--- src/rtl/segbase_pkg.sv ---
package segbase_pkg;

   localparam int NUM_BASES = 3;
   localparam int DESC_W    = 64;
   localparam int DBASE_W   = 32;

   typedef enum logic [1:0] {
      SEG_FS  = 2'd0,
      SEG_GS  = 2'd1,
      SEG_KGS = 2'd2
   } seg_id_e;

   // Gather the 32-bit base scattered across a code/data descriptor
   function automatic logic [DBASE_W-1:0] desc_base(input logic [DESC_W-1:0] d);
      return {d[63:56], d[39:32], d[31:16]};
   endfunction

endpackage

--- src/rtl/segbase_msr_decode.sv ---
module segbase_msr_decode #(
   parameter int              IDX_W   = 32,
   parameter logic [IDX_W-1:0] FS_IDX  = 'hC000_0100,
   parameter logic [IDX_W-1:0] GS_IDX  = 'hC000_0101,
   parameter logic [IDX_W-1:0] KGS_IDX = 'hC000_0102
) (
   input  logic [IDX_W-1:0]                   index,
   output logic [segbase_pkg::NUM_BASES-1:0]  hit_oh,
   output logic                               hit
);
   import segbase_pkg::*;

   localparam logic [IDX_W-1:0] IDX_TABLE [NUM_BASES] = '{FS_IDX, GS_IDX, KGS_IDX};

   for (genvar i = 0; i < NUM_BASES; i++) begin : g_cmp
      assign hit_oh[i] = (index == IDX_TABLE[i]);
   end

   assign hit = |hit_oh;

endmodule

--- src/rtl/segbase_eff.sv ---
module segbase_eff #(
   parameter int BASE_W = 64,
   parameter int LOW_W  = 32
) (
   input  logic [BASE_W-1:0] base_in,
   input  logic              mode64,
   output logic [BASE_W-1:0] base_out
);
   if (BASE_W > LOW_W) begin : g_trunc
      assign base_out = mode64 ? base_in
                               : {{(BASE_W-LOW_W){1'b0}}, base_in[LOW_W-1:0]};
   end else begin : g_pass
      assign base_out = base_in;
   end

endmodule

--- src/rtl/segbase_bank.sv ---
module segbase_bank #(
   parameter int BASE_W = 64,
   parameter int LOW_W  = 32
) (
   input  logic                                           clk,
   input  logic                                           rst_n,
   input  logic [segbase_pkg::NUM_BASES-1:0]              wr_oh,
   input  logic [BASE_W-1:0]                              wr_data,
   input  logic                                           ld_en,
   input  logic                                           ld_gs,
   input  logic [LOW_W-1:0]                               ld_low,
   input  logic                                           swap_go,
   output logic [segbase_pkg::NUM_BASES-1:0][BASE_W-1:0]  base_q
);
   import segbase_pkg::*;

   logic [NUM_BASES-1:0][BASE_W-1:0] base_nxt;

   // Ordered merge: swap, then descriptor load, then MSR write
   always_comb begin
      base_nxt = base_q;
      if (swap_go) begin
         base_nxt[SEG_GS]  = base_q[SEG_KGS];
         base_nxt[SEG_KGS] = base_q[SEG_GS];
      end
      if (ld_en) begin
         if (ld_gs) base_nxt[SEG_GS][LOW_W-1:0] = ld_low;
         else       base_nxt[SEG_FS][LOW_W-1:0] = ld_low;
      end
      for (int i = 0; i < NUM_BASES; i++) begin
         if (wr_oh[i]) base_nxt[i] = wr_data;
      end
   end

   for (genvar i = 0; i < NUM_BASES; i++) begin : g_reg
      always_ff @(posedge clk or negedge rst_n) begin
         if (!rst_n) base_q[i] <= '0;
         else        base_q[i] <= base_nxt[i];
      end
   end


   fs_msr_write_chk: assert property (@(posedge clk) disable iff (!rst_n)
      wr_oh[SEG_FS] |=> base_q[SEG_FS] == $past(wr_data));


   ld_upper_keep_chk: assert property (@(posedge clk) disable iff (!rst_n)
      (ld_en && !ld_gs && !wr_oh[SEG_FS])
      |=> base_q[SEG_FS][BASE_W-1:LOW_W] == $past(base_q[SEG_FS][BASE_W-1:LOW_W]));


   swap_exchange_chk: assert property (@(posedge clk) disable iff (!rst_n)
      (swap_go && !ld_en && wr_oh[SEG_GS] == 1'b0 && wr_oh[SEG_KGS] == 1'b0)
      |=> (base_q[SEG_GS] == $past(base_q[SEG_KGS]))
          && (base_q[SEG_KGS] == $past(base_q[SEG_GS])));


   swap_then_write_chk: assert property (@(posedge clk) disable iff (!rst_n)
      (swap_go && wr_oh[SEG_GS] && !wr_oh[SEG_KGS])
      |=> (base_q[SEG_GS] == $past(wr_data))
          && (base_q[SEG_KGS] == $past(base_q[SEG_GS])));

endmodule

--- src/rtl/segbase_unit.sv ---
module segbase_unit #(
   parameter int               BASE_W  = 64,
   parameter int               LOW_W   = 32,
   parameter int               IDX_W   = 32,
   parameter logic [IDX_W-1:0] FS_IDX  = 'hC000_0100,
   parameter logic [IDX_W-1:0] GS_IDX  = 'hC000_0101,
   parameter logic [IDX_W-1:0] KGS_IDX = 'hC000_0102
) (
   input  logic                      clk,
   input  logic                      rst_n,
   input  logic                      msr_rd_en,
   input  logic                      msr_wr_en,
   input  logic [IDX_W-1:0]          msr_index,
   input  logic [LOW_W-1:0]          msr_wdata_lo,
   input  logic [BASE_W-LOW_W-1:0]   msr_wdata_hi,
   output logic [BASE_W-1:0]         msr_rdata,
   input  logic                      desc_ld_en,
   input  logic                      desc_ld_gs,
   input  logic [63:0]               desc_word,
   input  logic                      swap_req,
   input  logic [1:0]                cpl,
   input  logic                      mode64,
   output logic                      fault,
   output logic [BASE_W-1:0]         fs_base_eff,
   output logic [BASE_W-1:0]         gs_base_eff
);
   import segbase_pkg::*;

   localparam int NUM_EFF = 2;

   if (LOW_W != DBASE_W || BASE_W <= LOW_W) begin : g_bad_width
      $error("segbase_unit: LOW_W must equal the descriptor base width and BASE_W must exceed it");
   end
   if (FS_IDX == GS_IDX || GS_IDX == KGS_IDX || FS_IDX == KGS_IDX) begin : g_bad_index
      $error("segbase_unit: register indices must be distinct");
   end

   logic [NUM_BASES-1:0]             hit_oh;
   logic                             idx_hit;
   logic [NUM_BASES-1:0][BASE_W-1:0] base_q;
   logic                             swap_allowed;
   logic                             swap_go;
   logic                             bad_access;
   logic                             fault_q;
   logic [NUM_EFF-1:0][BASE_W-1:0]   eff_base;

   segbase_msr_decode #(
      .IDX_W  (IDX_W),
      .FS_IDX (FS_IDX),
      .GS_IDX (GS_IDX),
      .KGS_IDX(KGS_IDX)
   ) u_dec (
      .index (msr_index),
      .hit_oh(hit_oh),
      .hit   (idx_hit)
   );

   assign swap_allowed = (cpl == 2'd0) && mode64;
   assign swap_go      = swap_req && swap_allowed;
   assign bad_access   = (msr_rd_en || msr_wr_en) && !idx_hit;

   segbase_bank #(
      .BASE_W(BASE_W),
      .LOW_W (LOW_W)
   ) u_bank (
      .clk    (clk),
      .rst_n  (rst_n),
      .wr_oh  (hit_oh & {NUM_BASES{msr_wr_en}}),
      .wr_data({msr_wdata_hi, msr_wdata_lo}),
      .ld_en  (desc_ld_en),
      .ld_gs  (desc_ld_gs),
      .ld_low (desc_base(desc_word)),
      .swap_go(swap_go),
      .base_q (base_q)
   );

   always_comb begin
      msr_rdata = '0;
      for (int i = 0; i < NUM_BASES; i++) begin
         if (msr_rd_en && hit_oh[i]) msr_rdata = base_q[i];
      end
   end

   always_ff @(posedge clk or negedge rst_n) begin
      if (!rst_n) fault_q <= 1'b0;
      else        fault_q <= bad_access || (swap_req && !swap_allowed);
   end
   assign fault = fault_q;

   for (genvar s = 0; s < NUM_EFF; s++) begin : g_eff
      segbase_eff #(
         .BASE_W(BASE_W),
         .LOW_W (LOW_W)
      ) u_eff (
         .base_in (base_q[s]),
         .mode64  (mode64),
         .base_out(eff_base[s])
      );
   end

   assign fs_base_eff = eff_base[SEG_FS];
   assign gs_base_eff = eff_base[SEG_GS];


   bad_index_fault_chk: assert property (@(posedge clk) disable iff (!rst_n)
      bad_access |=> fault);


   bad_index_hold_chk: assert property (@(posedge clk) disable iff (!rst_n)
      (msr_wr_en && !idx_hit && !desc_ld_en && !swap_req) |=> $stable(base_q));


   swap_deny_chk: assert property (@(posedge clk) disable iff (!rst_n)
      (swap_req && !swap_allowed && !msr_wr_en && !desc_ld_en)
      |=> fault && $stable(base_q[SEG_GS]) && $stable(base_q[SEG_KGS]));


   compat_trunc_chk: assert property (@(posedge clk) disable iff (!rst_n)
      !mode64 |-> (fs_base_eff[BASE_W-1:LOW_W] == '0) && (gs_base_eff[BASE_W-1:LOW_W] == '0));

endmodule

--- config.mk ---
export PLATFORM = sky130hd
export DESIGN_NAME = segbase_unit
export DESIGN_NICKNAME = d
export VERILOG_FILES = /design/src/rtl/segbase_pkg.sv /design/src/rtl/segbase_msr_decode.sv /design/src/rtl/segbase_eff.sv /design/src/rtl/segbase_bank.sv /design/src/rtl/segbase_unit.sv
export SDC_FILE = /design/constraint.sdc
export NUM_CORES = 1
export LEC_CHECK = 0
export ABC_AREA = 1
export BUFFER_PORTS_ARGS = -buffer_cell sky130_fd_sc_hd__buf_2
export CAP_MARGIN = 15
export CORE_ASPECT_RATIO = 0.5
export CORE_UTILIZATION = 28
export CTS_CLUSTER_SIZE = 16
export DETAILED_ROUTE_END_ITERATION = 10
export GPL_TIMING_DRIVEN = 1
export PLACE_DENSITY = 0.54
export SLEW_MARGIN = 15
export SYNTH_ARGS = -nofsm -noshare
export SYNTH_HDL_FRONTEND = slang
export SYNTH_SLANG_ARGS = --single-unit
--- constraint.sdc ---
create_clock -name clk -period 2.3 [get_ports clk]
set_clock_uncertainty 0.2 [all_clocks]
set_input_delay 0.345 -clock clk [delete_from_list [all_inputs] [get_ports clk]]
set_output_delay 0.345 -clock clk [all_outputs]
set_load 0.1 [all_outputs]
After elaboration in Yosys (flattened, before gate mapping)
Index checks and enable logic that the tools add are counted.
{"block": "op_classes", "n_addsub": 0, "mul": 0, "div": 0, "magnitude_cmp": 0, "eq_ne": 4, "n_shift": 0, "n_mux": 13, "n_bitwise": 1, "reduce_logical": 17}
{"op": "$mux 64", "n": 7}
{"op": "$mux 32", "n": 5}
{"op": "$mux 128", "n": 1}
{"op": "$eq 32x32->1 const B", "n": 3}
{"op": "$logic_and 1x1->1", "n": 7}
{"op": "$reduce_bool 2->1", "n": 3}
{"op": "$and 3x3->3", "n": 1}
{"op": "$reduce_or 3->1", "n": 1}
{"op": "$logic_not 1->1", "n": 2}
{"op": "$logic_not 2->1", "n": 1}
{"op": "$logic_or 1x1->1", "n": 2}
{"op": "$ne 2x1->1 const B", "n": 1}
{"op": "$reduce_and 2->1", "n": 1}
{"block": "word_totals", "regBits": 193, "latchBits": 0, "ram_bits": 0, "rom_bits": 0, "in_bits": 170, "n_memories": 0}

Depth between registers and ports, before layout
{"block": "depth", "word_depth": 7, "depth_mapped": 12}

Modules after synthesis
A second synthesis with hierarchy kept.
{"block": "hier_totals", "hier_cells": 1931, "area_unflattened_um2": 12354.3}
{"module": "segbase_bank", "instances": 1, "cells_per_inst": 1160, "area_each_um2": 8991.1, "seq_area_each_um2": 4804.6}
{"module": "segbase_unit", "instances": 1, "cells_per_inst": 503, "area_each_um2": 2058.2, "seq_area_each_um2": 25.0}
{"module": "segbase_eff", "instances": 2, "cells_per_inst": 99, "area_each_um2": 514.2, "seq_area_each_um2": 0.0}
{"module": "segbase_msr_decode", "instances": 1, "cells_per_inst": 70, "area_each_um2": 276.5, "seq_area_each_um2": 0.0}

Worst setup path before layout
OpenSTA, ideal clock, no wires.
{"block": "synth_timing", "kind": "input to output", "from": "input port msr_index[27]", "to": "output port msr_rdata[10]", "arrival_ns": 2.552, "required_ns": 1.755, "slack_ns": -0.797, "stages": 10, "path_buffers": 1, "cell_sequence": "nor2_1 > nand2_1 > nor2_2 > nand2_4 > nor2_4 > nand3_2 > buf_2 > nand2_1 > nor2_1 > nor2_1"}
{"block": "synth_between", "elab_chain_len": 5}
{"element": "start, declared", "line": "segbase_unit.sv:13", "text": "input logic [IDX_W-1:0] msr_index,"}
{"element": "$eq 32x32->1", "line": "segbase_msr_decode.sv:16", "text": "assign hit_oh[i] = (index == IDX_TABLE[i]);"}
{"element": "$logic_and 1x1->1", "line": "segbase_unit.sv:80", "text": "if (msr_rd_en && hit_oh[i]) msr_rdata = base_q[i];"}
{"element": "$mux 64 (2 in a row)", "line": "segbase_unit.sv:80"}
{"element": "$mux 64 *", "line": "segbase_unit.sv:80"}
{"element": "end, declared", "line": "segbase_unit.sv:16", "text": "output logic [BASE_W-1:0] msr_rdata,"}
Every way passes the cells marked *; elsewhere a longest branch is shown, timed or not.

Worst setup path in the final report
{"block": "layout_timing", "from": "input port msr_index[25]", "to": "output port msr_rdata[36]"}
Same word-level chain as after synthesis.

==> run summary <==
DRC = 0
CP max stage cell = buf_12
Max stage delay on crit path = 190 ps
Hold Crit Depth = 5
Sink Count = 193
Netlist cell types = 24
GP Congestion = 0.830
Peak VDD IR = 0.425 mV
Status = finished with violations
Hold Crit Start = cpl[0]
Router iterations before antenna repair = 6
Hold WC Path Type = in2reg
Die X = 301 um
Clock share of power = 0.313
CTS tree = built
Register bit total from synthesis = 193
Power Total = 9.38 mW
Inst Count DP = 2580
Clock Tree Buf Depth = 2
Sw Ratio = 0.389
Clock Latency Late Sink = 460 ps
GRT Resource Usage Total = 0.216
Pin count of the biggest net entering global routing = 73
Routed len/inst = 18.7 um
Setup crit end kind = output pin
Final Cell Area = 20000 um2
Die Ht = 151 um
First-pass GRT wire length = 76400 um
Slew @ Worst Pin = 700 ps
Cell Area, Placed = 17000 um2
Most frequent cells in the layout = nand3_1, nand2_1, dfrtp_1
Standard-cell rows = 54
RSZ-0062 raised after global routing = yes
DR iter-0 viols = 1129
Failing checks = negative setup slack
Cell-internal power = 5.73 mW
Fill count = 4258
Ys Warns = 0
IO Pins = 363
Sw power = 3.65 mW
FF-to-FF setup slack = 690 ps
Post-DP HPWL = 31700 um
WP data arrival = 1880 ps
Req. time, crit path = 1750 ps
DR vias/cell = 5.04
Syn_nets = 1969
Clk root buf = clkbuf_16
Reg2reg path depth = 5
Setup violators final = 64
Final period util = 1.05
Register area share after synthesis = 0.387
Vias in the first global route = 13200
Avg Inst Size Synth = 6.94 um2
Startpoint types = input pin
Starting Density = 0.285
Full die area = 45500 um2
Pleak = 9.57 nW
Port Buffers = 330
Core area = 43800 um2
Total gr overflow = 0
Routed WL = 51400 um
CTS buffer count = 17
Worst Hold Path EP = fault
Number of H-tree levels = 4
CP cell instances = buf_6 -> nor2_2 -> nand2_1 -> nor2_2 -> nand2_4 -> nor2_4 -> nand3_4 -> buf_12 -> buf_12 -> nand2_1 -> nor2_1 -> nor2_4 -> buf_12
Synthesized area = 12500 um2
Worst hold slack = 55.2 ps
Vias = 13900
Antenna Nets Post-Route = 0
Fin cells = 2751
Worst flop-to-flop path startpoint = u_bank.base_q[90]
Setup ws final = -121 ps
Critical path class = in2out
Fin crit period = 2420 ps
Commonest non-fill, non-tap cell in the layout = nand3_1
Reg power frac = 0.422
Fraction of layout cells with a size suffix above 1 = 0.325
Rel. slew slack = 0.533
Mapped Cells = 1799
Fmax = 0.413 GHz
PwrDens = 470 nW/um2
Combinational Power Share = 0.265
# nets final = 2320
Final hold vios = 0
CP max FO = 22
Initial antenna violation count = 0
Slew Limit Fails = 0
CP dominant cell by count = buf_12
Max-cap violations = 0
Reg clk slew, reported paths = 80 ps
Synth-to-Final Area Change = 60.0%
Post-layout util = 0.456
RR Endpoint = u_bank.base_q[90]
Number of diodes = 0
==> metrics by stage <==
step | setup WS [ps] | setup TNS, ps
final | -121 | -5310
after global routing | -216 | -11220
after CTS | -145 | -5680
after detailed placement | -162 | -7540
after global placement | -182 | -7100
after floorplan | -75.5 | -1060
==> cells in the mapped netlist (all sizes together) <==
library cell    n  share of area
nor2          186          0.061
nand2         386           0.12
nor3            1        0.00040
nand3b         34          0.020
inv            77          0.023
dfrtp         193           0.39
buf           164          0.088
nand3         641           0.26
clkbuf         51          0.015
or2             1        0.00050
clkinv          1        0.00040
o21ai          64          0.026
==> worst max-delay path, delay by kind of cell <==
family | cells | cell delay (ps)
AND/OR/NAND/NOR | 9 | 910
buffers and inverters | 4 | 600
==> cells by family after synthesis <==
logic type | count (synthesis) | synth area share
buf+inv | 293 | 0.127
simple gates | 1249 | 0.460
flops | 193 | 0.387
compound gates | 64 | 0.0257
==> worst max path at each step <==
stage | slack, ps | from | end
5_1_grt | -220 | msr_index[27] | msr_rdata[48]
3_5_place_dp | -160 | msr_index[17] | msr_rdata[13]
4_1_cts | -140 | msr_index[17] | msr_rdata[13]
3_3_place_gp | -180 | msr_index[5] | msr_rdata[43]
2_1_floorplan | -80 | msr_index[17] | msr_rdata[13]
6_report | -120 | msr_index[25] | msr_rdata[36]
==> sequential cells by signal (all words and copies together), names as in the netlist <==
register,flops
u_bank.base_q,192
fault,1
==> power groups by stage <==
stage               sequential [mW]  clock, mW  combinational, mW
floorplan                      3.93          0               1.90
global placement               3.99          0               2.27
detailed placement             3.99          0               2.29
CTS                            3.93       2.99               2.46
global route                   4.00       3.13               2.63
finish                         3.96       2.94               2.48
==> timing repair <==
action	in CTS	in global routing
hold buffers	104	0
buffers inserted	19	3
pin swaps	6	46
gates resized for setup	56	149
gates cloned	7	8
hold endpoints to repair	230	0
endpoints found under the setup margin	64	69
==> metal layers <==
metal	track usage	wire (um)	vias up
met5	0	0	-
met4	0.0827	1560	0
met3	0.0313	2270	79
met2	0.378	26400	421
met1	0.269	21200	6769
li1	-	-	6600
==> area by class of cell <==
cell class	instances	area, um2	area share
Clock buffer	19	443	0.0222
Clock inverter	13	105	0.00526
Tap cell	588	736	0.0368
Inverter	78	303	0.0152
Timing Repair Buffer	547	6360	0.319
Multi-Input combinational cell	1313	7190	0.360
Sequential cell	193	4830	0.242
No activity file was read; power rests on OpenSTA's default activity.
